## config.mk

```make
export PLATFORM = sky130hd
export DESIGN_NAME = dmach_ctrl
export DESIGN_NICKNAME = d
export VERILOG_FILES = /design/src/rtl/dmach_pkg.sv /design/src/rtl/dmach_cmd_decode.sv /design/src/rtl/dmach_fsm.sv /design/src/rtl/dmach_regs.sv /design/src/rtl/dmach_ctrl.sv
export SDC_FILE = /design/constraint.sdc
export NUM_CORES = 1
export LEC_CHECK = 0
export ABC_AREA = 1
export BUFFER_PORTS_ARGS = -buffer_cell sky130_fd_sc_hd__buf_2
export CAP_MARGIN = 10
export CORE_MARGIN = 4
export CORE_UTILIZATION = 50
export CTS_BUF_LIST = sky130_fd_sc_hd__clkbuf_2 sky130_fd_sc_hd__clkbuf_4 sky130_fd_sc_hd__clkbuf_8
export DETAILED_ROUTE_END_ITERATION = 10
export GPL_ROUTABILITY_DRIVEN = 0
export PLACE_DENSITY_LB_ADDON = 0.12
export SYNTH_ARGS = -nofsm -noshare
export SYNTH_HDL_FRONTEND = slang
export SYNTH_HIERARCHICAL = 1
export SYNTH_SLANG_ARGS = --single-unit
export TNS_END_PERCENT = 10
```

## constraint.sdc

```tcl
create_clock -name clk -period 1.9 [get_ports clk]
set_input_delay 0.19 -clock clk [delete_from_list [all_inputs] [get_ports clk]]
set_output_delay 0.19 -clock clk [all_outputs]
set_load 0.02 [all_outputs]
```

## src/rtl/dmach_pkg.sv

```systemverilog
package dmach_pkg;

    typedef enum logic [2:0] {
        ST_IDLE  = 3'd0,
        ST_RUN   = 3'd1,
        ST_PAUSE = 3'd2,
        ST_STOP  = 3'd3,
        ST_DIS   = 3'd4
    } chan_st_e;

    typedef enum logic [2:0] {
        OP_NONE    = 3'd0,
        OP_CLEAR   = 3'd1,
        OP_STOP    = 3'd2,
        OP_DISABLE = 3'd3,
        OP_PAUSE   = 3'd4,
        OP_RESUME  = 3'd5,
        OP_ENABLE  = 3'd6
    } chan_op_e;

    typedef enum logic [2:0] {
        SEL_CMD  = 3'd0,
        SEL_STAT = 3'd1,
        SEL_IEN  = 3'd2,
        SEL_CFG  = 3'd3,
        SEL_ERR  = 3'd4
    } reg_sel_e;

    localparam int CMD_BITS   = 6;
    localparam int FLAG_BITS  = 2;
    localparam int CAUSE_BITS = 3;
    localparam int STICKY_LSB = 16;
    localparam int ERR_LSB    = 16;

    typedef struct packed {
        logic                  done;
        logic                  err;
        logic [CAUSE_BITS-1:0] cause;
    } evt_t;

    typedef struct packed {
        logic clr;
        logic start;
        logic stop;
        logic dis;
    } ctl_t;

    // Command bit index for a given rank (rank 0 is the highest priority).
    function automatic int rank_bit(input int rank);
        case (rank)
            0:       return 1;
            1:       return 3;
            2:       return 2;
            3:       return 4;
            4:       return 5;
            default: return 0;
        endcase
    endfunction

    function automatic chan_op_e bit_op(input int b);
        case (b)
            0:       return OP_ENABLE;
            1:       return OP_CLEAR;
            2:       return OP_DISABLE;
            3:       return OP_STOP;
            4:       return OP_PAUSE;
            default: return OP_RESUME;
        endcase
    endfunction

    function automatic logic is_active(input chan_st_e s);
        return (s == ST_RUN) || (s == ST_PAUSE);
    endfunction

endpackage

```

## src/rtl/dmach_cmd_decode.sv

```systemverilog
module dmach_cmd_decode
    import dmach_pkg::*;
(
    input  logic                cmd_wr,
    input  logic [CMD_BITS-1:0] cmd_word,
    output chan_op_e            op_o
);
    // Walk from the lowest rank to the highest so that a higher rank overrides.
    always_comb begin
        op_o = OP_NONE;
        if (cmd_wr) begin
            for (int r = CMD_BITS - 1; r >= 0; r--) begin
                if (cmd_word[rank_bit(r)]) op_o = bit_op(rank_bit(r));
            end
        end
    end
endmodule

```

## src/rtl/dmach_fsm.sv

```systemverilog
module dmach_fsm
    import dmach_pkg::*;
(
    input  logic                  clk,
    input  logic                  rst,
    input  chan_op_e              op_i,
    input  logic                  done_i,
    input  logic                  err_i,
    input  logic [CAUSE_BITS-1:0] cause_i,
    output chan_st_e              st_o,
    output evt_t                  ev_o,
    output ctl_t                  ctl_o,
    output logic                  hold_o
);
    chan_st_e st_q, st_n;
    evt_t     pend_q, pend_n, ev_in;
    logic     act, run_after;

    always_ff @(posedge clk) begin
        if (rst) begin
            st_q   <= ST_IDLE;
            pend_q <= '0;
        end else begin
            st_q   <= st_n;
            pend_q <= pend_n;
        end
    end

    always_comb begin
        act         = is_active(st_q);
        ev_in.done  = act && (pend_q.done || done_i);
        ev_in.err   = act && (pend_q.err || err_i);
        ev_in.cause = pend_q.err ? pend_q.cause : cause_i;
        run_after   = ((st_q == ST_RUN) && (op_i != OP_PAUSE)) ||
                      ((st_q == ST_PAUSE) && (op_i == OP_RESUME));
        st_n   = st_q;
        pend_n = pend_q;
        ev_o   = '0;
        ctl_o  = '0;
        if (op_i == OP_CLEAR) begin
            ctl_o.clr = 1'b1;
            st_n      = ST_IDLE;
            pend_n    = '0;
        end else if (act && (op_i == OP_STOP || op_i == OP_DISABLE)) begin
            ctl_o.stop = (op_i == OP_STOP);
            ctl_o.dis  = (op_i == OP_DISABLE);
            st_n       = (op_i == OP_STOP) ? ST_STOP : ST_DIS;
            pend_n     = '0;
        end else if (!act && op_i == OP_ENABLE) begin
            ctl_o.start = 1'b1;
            st_n        = ST_RUN;
        end else if (act) begin
            if (run_after && (ev_in.done || ev_in.err)) begin
                ev_o.err   = ev_in.err;
                ev_o.done  = ev_in.done && !ev_in.err;
                ev_o.cause = ev_in.err ? ev_in.cause : '0;
                st_n       = ST_IDLE;
                pend_n     = '0;
            end else if (run_after) begin
                st_n = ST_RUN;
            end else begin
                st_n   = ST_PAUSE;
                pend_n = ev_in;
            end
        end
    end

    assign st_o   = st_q;
    assign hold_o = (st_q == ST_PAUSE) && (pend_q.done || pend_q.err);

    assert_pause_holds_R6: assert property (@(posedge clk) disable iff (rst)
        (st_q == ST_PAUSE && op_i == OP_NONE) |=> (st_q == ST_PAUSE));

    assert_resume_ignored_R3: assert property (@(posedge clk) disable iff (rst)
        (op_i == OP_RESUME && !is_active(st_q)) |=> $stable(st_q));

    assert_clear_to_idle_R10: assert property (@(posedge clk) disable iff (rst)
        (op_i == OP_CLEAR) |=> (st_q == ST_IDLE));

    assert_idle_ignores_events_R11: assert property (@(posedge clk) disable iff (rst)
        (st_q == ST_IDLE && op_i == OP_NONE) |=> (st_q == ST_IDLE));
endmodule

```

## src/rtl/dmach_regs.sv

```systemverilog
module dmach_regs
    import dmach_pkg::*;
#(
    parameter int              CFG_W     = 32,
    parameter logic [CFG_W-1:0] CFG_RESET = '0
)(
    input  logic                  clk,
    input  logic                  rst,
    input  evt_t                  ev_i,
    input  ctl_t                  ctl_i,
    input  logic                  wr_stat,
    input  logic                  wr_ien,
    input  logic                  wr_cfg,
    input  logic [CFG_W-1:0]      wdata,
    output logic [FLAG_BITS-1:0]  flag_o,
    output logic [FLAG_BITS-1:0]  ien_o,
    output logic [3:0]            sticky_o,
    output logic [CAUSE_BITS-1:0] cause_o,
    output logic [CFG_W-1:0]      cfg_o
);
    logic [FLAG_BITS-1:0]  flag_q, w1c;
    logic [FLAG_BITS-1:0]  ien_q;
    logic [3:0]            sticky_q;
    logic [CAUSE_BITS-1:0] cause_q;
    logic [CFG_W-1:0]      cfg_q;

    assign w1c = wr_stat ? wdata[FLAG_BITS-1:0] : '0;

    always_ff @(posedge clk) begin
        if (rst || ctl_i.clr) begin
            flag_q   <= '0;
            ien_q    <= '0;
            sticky_q <= '0;
            cause_q  <= '0;
            cfg_q    <= CFG_RESET;
        end else begin
            flag_q <= (flag_q & ~w1c) | {ev_i.err, ev_i.done};
            if (ctl_i.start) sticky_q <= '0;
            else sticky_q <= sticky_q | {ctl_i.stop, ctl_i.dis, ev_i.err, ev_i.done};
            if (ev_i.err) cause_q <= ev_i.cause;
            if (wr_ien) ien_q <= wdata[FLAG_BITS-1:0];
            if (wr_cfg) cfg_q <= wdata;
        end
    end

    assign flag_o   = flag_q;
    assign ien_o    = ien_q;
    assign sticky_o = sticky_q;
    assign cause_o  = cause_q;
    assign cfg_o    = cfg_q;

    assert_stop_no_done_R4: assert property (@(posedge clk) disable iff (rst)
        (ctl_i.stop || ctl_i.dis) |=> !$rose(flag_q[0]));

    assert_w1c_clears_R9: assert property (@(posedge clk) disable iff (rst)
        (wr_stat && wdata[0] && !ev_i.done) |=> !flag_q[0]);

    assert_clear_defaults_R10: assert property (@(posedge clk) disable iff (rst)
        ctl_i.clr |=> (cfg_q == CFG_RESET && ien_q == '0 && cause_q == '0));
endmodule

```

## src/rtl/dmach_ctrl.sv

```systemverilog
module dmach_ctrl
    import dmach_pkg::*;
#(
    parameter logic [31:0] CFG_RESET = 32'h0000_0A05
)(
    input  logic        clk,
    input  logic        rst,
    input  logic        wr_en,
    input  logic [2:0]  wr_sel,
    input  logic [31:0] wr_data,
    input  logic [2:0]  rd_sel,
    output logic [31:0] rd_data,
    input  logic        xfer_done,
    input  logic        xfer_err,
    input  logic [2:0]  xfer_err_cause,
    output logic        chan_run,
    output logic [31:0] cfg_o,
    output logic        irq
);
    localparam int DW = 32;

    chan_op_e              op;
    chan_st_e              st;
    evt_t                  ev;
    ctl_t                  ctl;
    logic                  hold;
    logic [FLAG_BITS-1:0]  flags, ien;
    logic [3:0]            sticky;
    logic [CAUSE_BITS-1:0] cause;
    logic [DW-1:0]         stat_word;
    reg_sel_e              wsel, rsel;

    assign wsel = reg_sel_e'(wr_sel);
    assign rsel = reg_sel_e'(rd_sel);

    dmach_cmd_decode u_dec (
        .cmd_wr   (wr_en && wsel == SEL_CMD),
        .cmd_word (wr_data[CMD_BITS-1:0]),
        .op_o     (op)
    );

    dmach_fsm u_fsm (
        .clk     (clk),
        .rst     (rst),
        .op_i    (op),
        .done_i  (xfer_done),
        .err_i   (xfer_err),
        .cause_i (xfer_err_cause),
        .st_o    (st),
        .ev_o    (ev),
        .ctl_o   (ctl),
        .hold_o  (hold)
    );

    dmach_regs #(.CFG_W(DW), .CFG_RESET(CFG_RESET)) u_regs (
        .clk      (clk),
        .rst      (rst),
        .ev_i     (ev),
        .ctl_i    (ctl),
        .wr_stat  (wr_en && wsel == SEL_STAT),
        .wr_ien   (wr_en && wsel == SEL_IEN),
        .wr_cfg   (wr_en && wsel == SEL_CFG),
        .wdata    (wr_data),
        .flag_o   (flags),
        .ien_o    (ien),
        .sticky_o (sticky),
        .cause_o  (cause),
        .cfg_o    (cfg_o)
    );

    always_comb begin
        stat_word = '0;
        stat_word[FLAG_BITS-1:0]             = flags;
        stat_word[STICKY_LSB +: 4]           = sticky;
        stat_word[STICKY_LSB + 4]            = (st == ST_PAUSE);
        stat_word[STICKY_LSB + 5]            = hold;
    end

    always_comb begin
        rd_data = '0;
        case (rsel)
            SEL_STAT: rd_data = stat_word;
            SEL_IEN:  rd_data[FLAG_BITS-1:0] = ien;
            SEL_CFG:  rd_data = cfg_o;
            SEL_ERR:  rd_data[ERR_LSB +: CAUSE_BITS] = cause;
            default:  rd_data = '0;
        endcase
    end

    assign chan_run = (st == ST_RUN);
    assign irq      = |(flags & ien);

    assert_irq_needs_enable_R8: assert property (@(posedge clk) disable iff (rst)
        (ien == '0) |-> !irq);

    assert_hold_only_paused_R6: assert property (@(posedge clk) disable iff (rst)
        hold |-> !chan_run);
endmodule

```

==> reports/qor.yml <==
utilization: 0.648
insertedDiodeCount: 0
floorplan.io_pins: 112
floorplan.die.height_um: 83.5
syn-mean-instance-area_um2: 6.96
post_cts_resized: 0
worstSetupStartpointType: "register"
max_slew.worst_pin.slew_ns: 0.438
synth.yosys.warnings: 6
worst_skew_pair.late_latency_ns: 0.30
cp.arrival_ns: 1.46
first_global_vias: 2666
final_cell_count_no_fill: 594
post-place-cells: 586
drive_above_1_share: 0.391
mostFrequentLayoutCell: "sky130_fd_sc_hd__nand2_1"
drt-total-wl_um: 6990
netlist_top_cells_area: "sky130_fd_sc_hd__dfxtp_1 (36%), sky130_fd_sc_hd__nand2_1 (16%), sky130_fd_sc_hd__a21oi_2 (11%), sky130_fd_sc_hd__inv_1 (7.2%), sky130_fd_sc_hd__nor2_1 (4.9%)"
crit_type: "register to primary output"
layout_worst_path_cycle_share: 0.870
drt-vias-per-instance: 4.81
post-route-min-period_ns: 1.65
wl_per_cell_um: 11.8
port-buffer-count: 111
dr_total_vias: 2856
cts-buffers-inserted: 5
cts_num_sinks: 51
detail_route.first_pass.iterations: 4
slew_viol_final: 0
num-nets-final: 567
number_of_cells_produced_by_synthesis: 410
die_x_um: 83.5
hold_buffers: 0
grt_start_max_net_pins: 33
hpwlAfterDp_um: 5440
antenna_found_initial: 0
fmaxAchievable_mhz: 605
timing.clock.skew_ns: 0.00478
crit_required_ns: 1.71
post_cts_buffers: 0
htree_depth: 2
maxCapViolations: 0
core_area_um2: 5510
floorplan.initialDensity: 0.518
timing.slew.headroom: 0.708
critical_path.endpoint_type: "primary output"
clk_pin_slew_ns: 0.09
area.growth.synth_to_final_pct: 25.0
initialDrtViolationCount: 134
ys_seq_area_frac: 0.358
power.static_leakage_nw: 1.63
critical_path_peak_fanout: 5
outcome: "finished, final reports clean"
power_density_of_the_placed_cells_nw_per_um2: 669
setup_viol_count_final: 0
rsz_0062_raised_after_global_routing: "false"
cts_tree: "yes"
synth_area_um2: 2850
synthDominantCellAreaShare: 0.358
clk_path_buf_depth: 2
worstHoldPathType: "input port to register"
overall_power_of_the_completed_layout_mw: 2.39
drc: 0
grt_overflow: 0
synth_largest_area_cell: "sky130_fd_sc_hd__dfxtp_1"
fillCellCount: 503
flip_flop_and_latch_count_after_synthesis: 51
synthesis.nets: 456
hold-worst-slack_ns: 0.102
ys_types: 29
finalSetupTns_ns: 0
clock_tree.root_cell: "sky130_fd_sc_hd__clkbuf_8"
die_area_um2: 6980
postRouteAntennaNets: 0
rows: 27
grt_first_pass_wirelength_um: 11800
layout.cells.most_common_list: "sky130_fd_sc_hd__nand2_1 (118), sky130_fd_sc_hd__buf_2 (111), sky130_fd_sc_hd__inv_1 (55)"
final_hold_viol_count: 0
gr-usage-all-layers: 0.199
irDropWorstVdd_mv: 0.435
flip-flops by register name (all words and copies together) (netlist names):
| name | cells |
|---|---|
| u_regs/flag_o | 2 |
| u_fsm/st_o | 3 |
| u_regs/sticky_o | 4 |
| u_regs/ien_o | 2 |
| u_fsm/pend_q | 5 |
| u_regs/cfg_o | 32 |
| u_regs/cause_o | 3 |
logic make-up (layout without fill, tap and decap cells):
family | after synthesis | count (layout) | share of synthesized area
AND/OR/NAND/NOR | 226 | 226 | 0.361
buffers and inverters | 81 | 193 | 0.139
AO/OA/AOI/OAI | 51 | 51 | 0.139
flip-flops | 51 | 51 | 0.358
multiplexers | 1 | 1 | 0.00351
cells in the mapped netlist:
cell type,instances
sky130_fd_sc_hd__buf_2,3
sky130_fd_sc_hd__nand4_1,16
sky130_fd_sc_hd__a211oi_1,1
sky130_fd_sc_hd__nor2_4,1
sky130_fd_sc_hd__inv_1,55
sky130_fd_sc_hd__nand3_4,1
sky130_fd_sc_hd__or2_4,1
sky130_fd_sc_hd__buf_6,8
sky130_fd_sc_hd__nor3_1,3
sky130_fd_sc_hd__a22o_1,1
sky130_fd_sc_hd__o21ai_1,1
sky130_fd_sc_hd__nor2_1,37
sky130_fd_sc_hd__or2_1,1
sky130_fd_sc_hd__o21ai_0,4
sky130_fd_sc_hd__a21oi_1,8
sky130_fd_sc_hd__nand3b_1,2
sky130_fd_sc_hd__dfxtp_1,51
sky130_fd_sc_hd__nand3_1,20
sky130_fd_sc_hd__nor2_2,21
sky130_fd_sc_hd__buf_4,6
sky130_fd_sc_hd__inv_4,2
sky130_fd_sc_hd__a21oi_2,35
sky130_fd_sc_hd__mux2i_1,1
sky130_fd_sc_hd__nand2_4,2
sky130_fd_sc_hd__clkinv_2,1
sky130_fd_sc_hd__nand2_1,118
sky130_fd_sc_hd__nand2_2,3
sky130_fd_sc_hd__o21ai_2,1
sky130_fd_sc_hd__inv_2,6
report_power, final:
part / internal [mW] / switching, mW / leakage (nW)
clock: 0.332 / 0.361 / 0.0505
sequential: 1.12 / 0.0460 / 0.412
combinational: 0.196 / 0.332 / 1.16
routing by layer:
layer | part of all wire | vias to the layer above | global-route usage
met5 | 0 | - | 0
met4 | 0.020 | 0 | 0.0658
met3 | 0.059 | 13 | 0.0494
met2 | 0.49 | 70 | 0.356
met1 | 0.44 | 1281 | 0.232
li1 | - | 1492 | -
per-stage QoR:
stage | setup slack (ns) | cell area [um2]
4_1_cts | 0.235 | 3570
3_5_place_dp | -0.0468 | 3460
5_1_grt | 0.0469 | 3570
2_1_floorplan | 0.157 | 2850
3_3_place_gp | 0.0637 | 3460
6_report | 0.246 | 3570
path summary, 6_finish.rpt:
check / from / to / slack (ns) / depth (start not counted)
worst min-delay path: wr_data[9] / u_regs/cfg_o[9]$_SDFFE_PP1P_ / 0.10 / 3
worst min register to register: u_regs/sticky_o[3]$_SDFF_PP0_ / u_regs/sticky_o[3]$_SDFF_PP0_ / 0.48 / 2
worst max-delay path: u_fsm/st_o[0]$_SDFFE_PP0P_ / rd_data[21] / 0.25 / 6
worst max register to register: u_fsm/st_o[0]$_SDFFE_PP0P_ / u_regs/cause_o[2]$_SDFFE_PP0P_ / 0.36 / 10
area by class of cell:
cell class,count,area (um2),share of cell area
clock inverters,1,7.51,0.00210
flip-flops and latches,51,1020,0.286
clock buffers,7,96.3,0.0270
repair buffers,121,668,0.187
multi-input cells,278,1440,0.403
well taps,72,90.1,0.0253
inverters,64,246,0.0691
critical path, cell delays in order, from the launching register on:
cell	delay [ns]
sky130_fd_sc_hd__dfxtp_1	0.36
sky130_fd_sc_hd__nor2_1	0.12
sky130_fd_sc_hd__nand2_2	0.11
sky130_fd_sc_hd__nor2_1	0.13
sky130_fd_sc_hd__inv_1	0.06
sky130_fd_sc_hd__o21ai_0	0.18
sky130_fd_sc_hd__buf_2	0.20
Note: power is estimated with default switching activity, not from simulation.
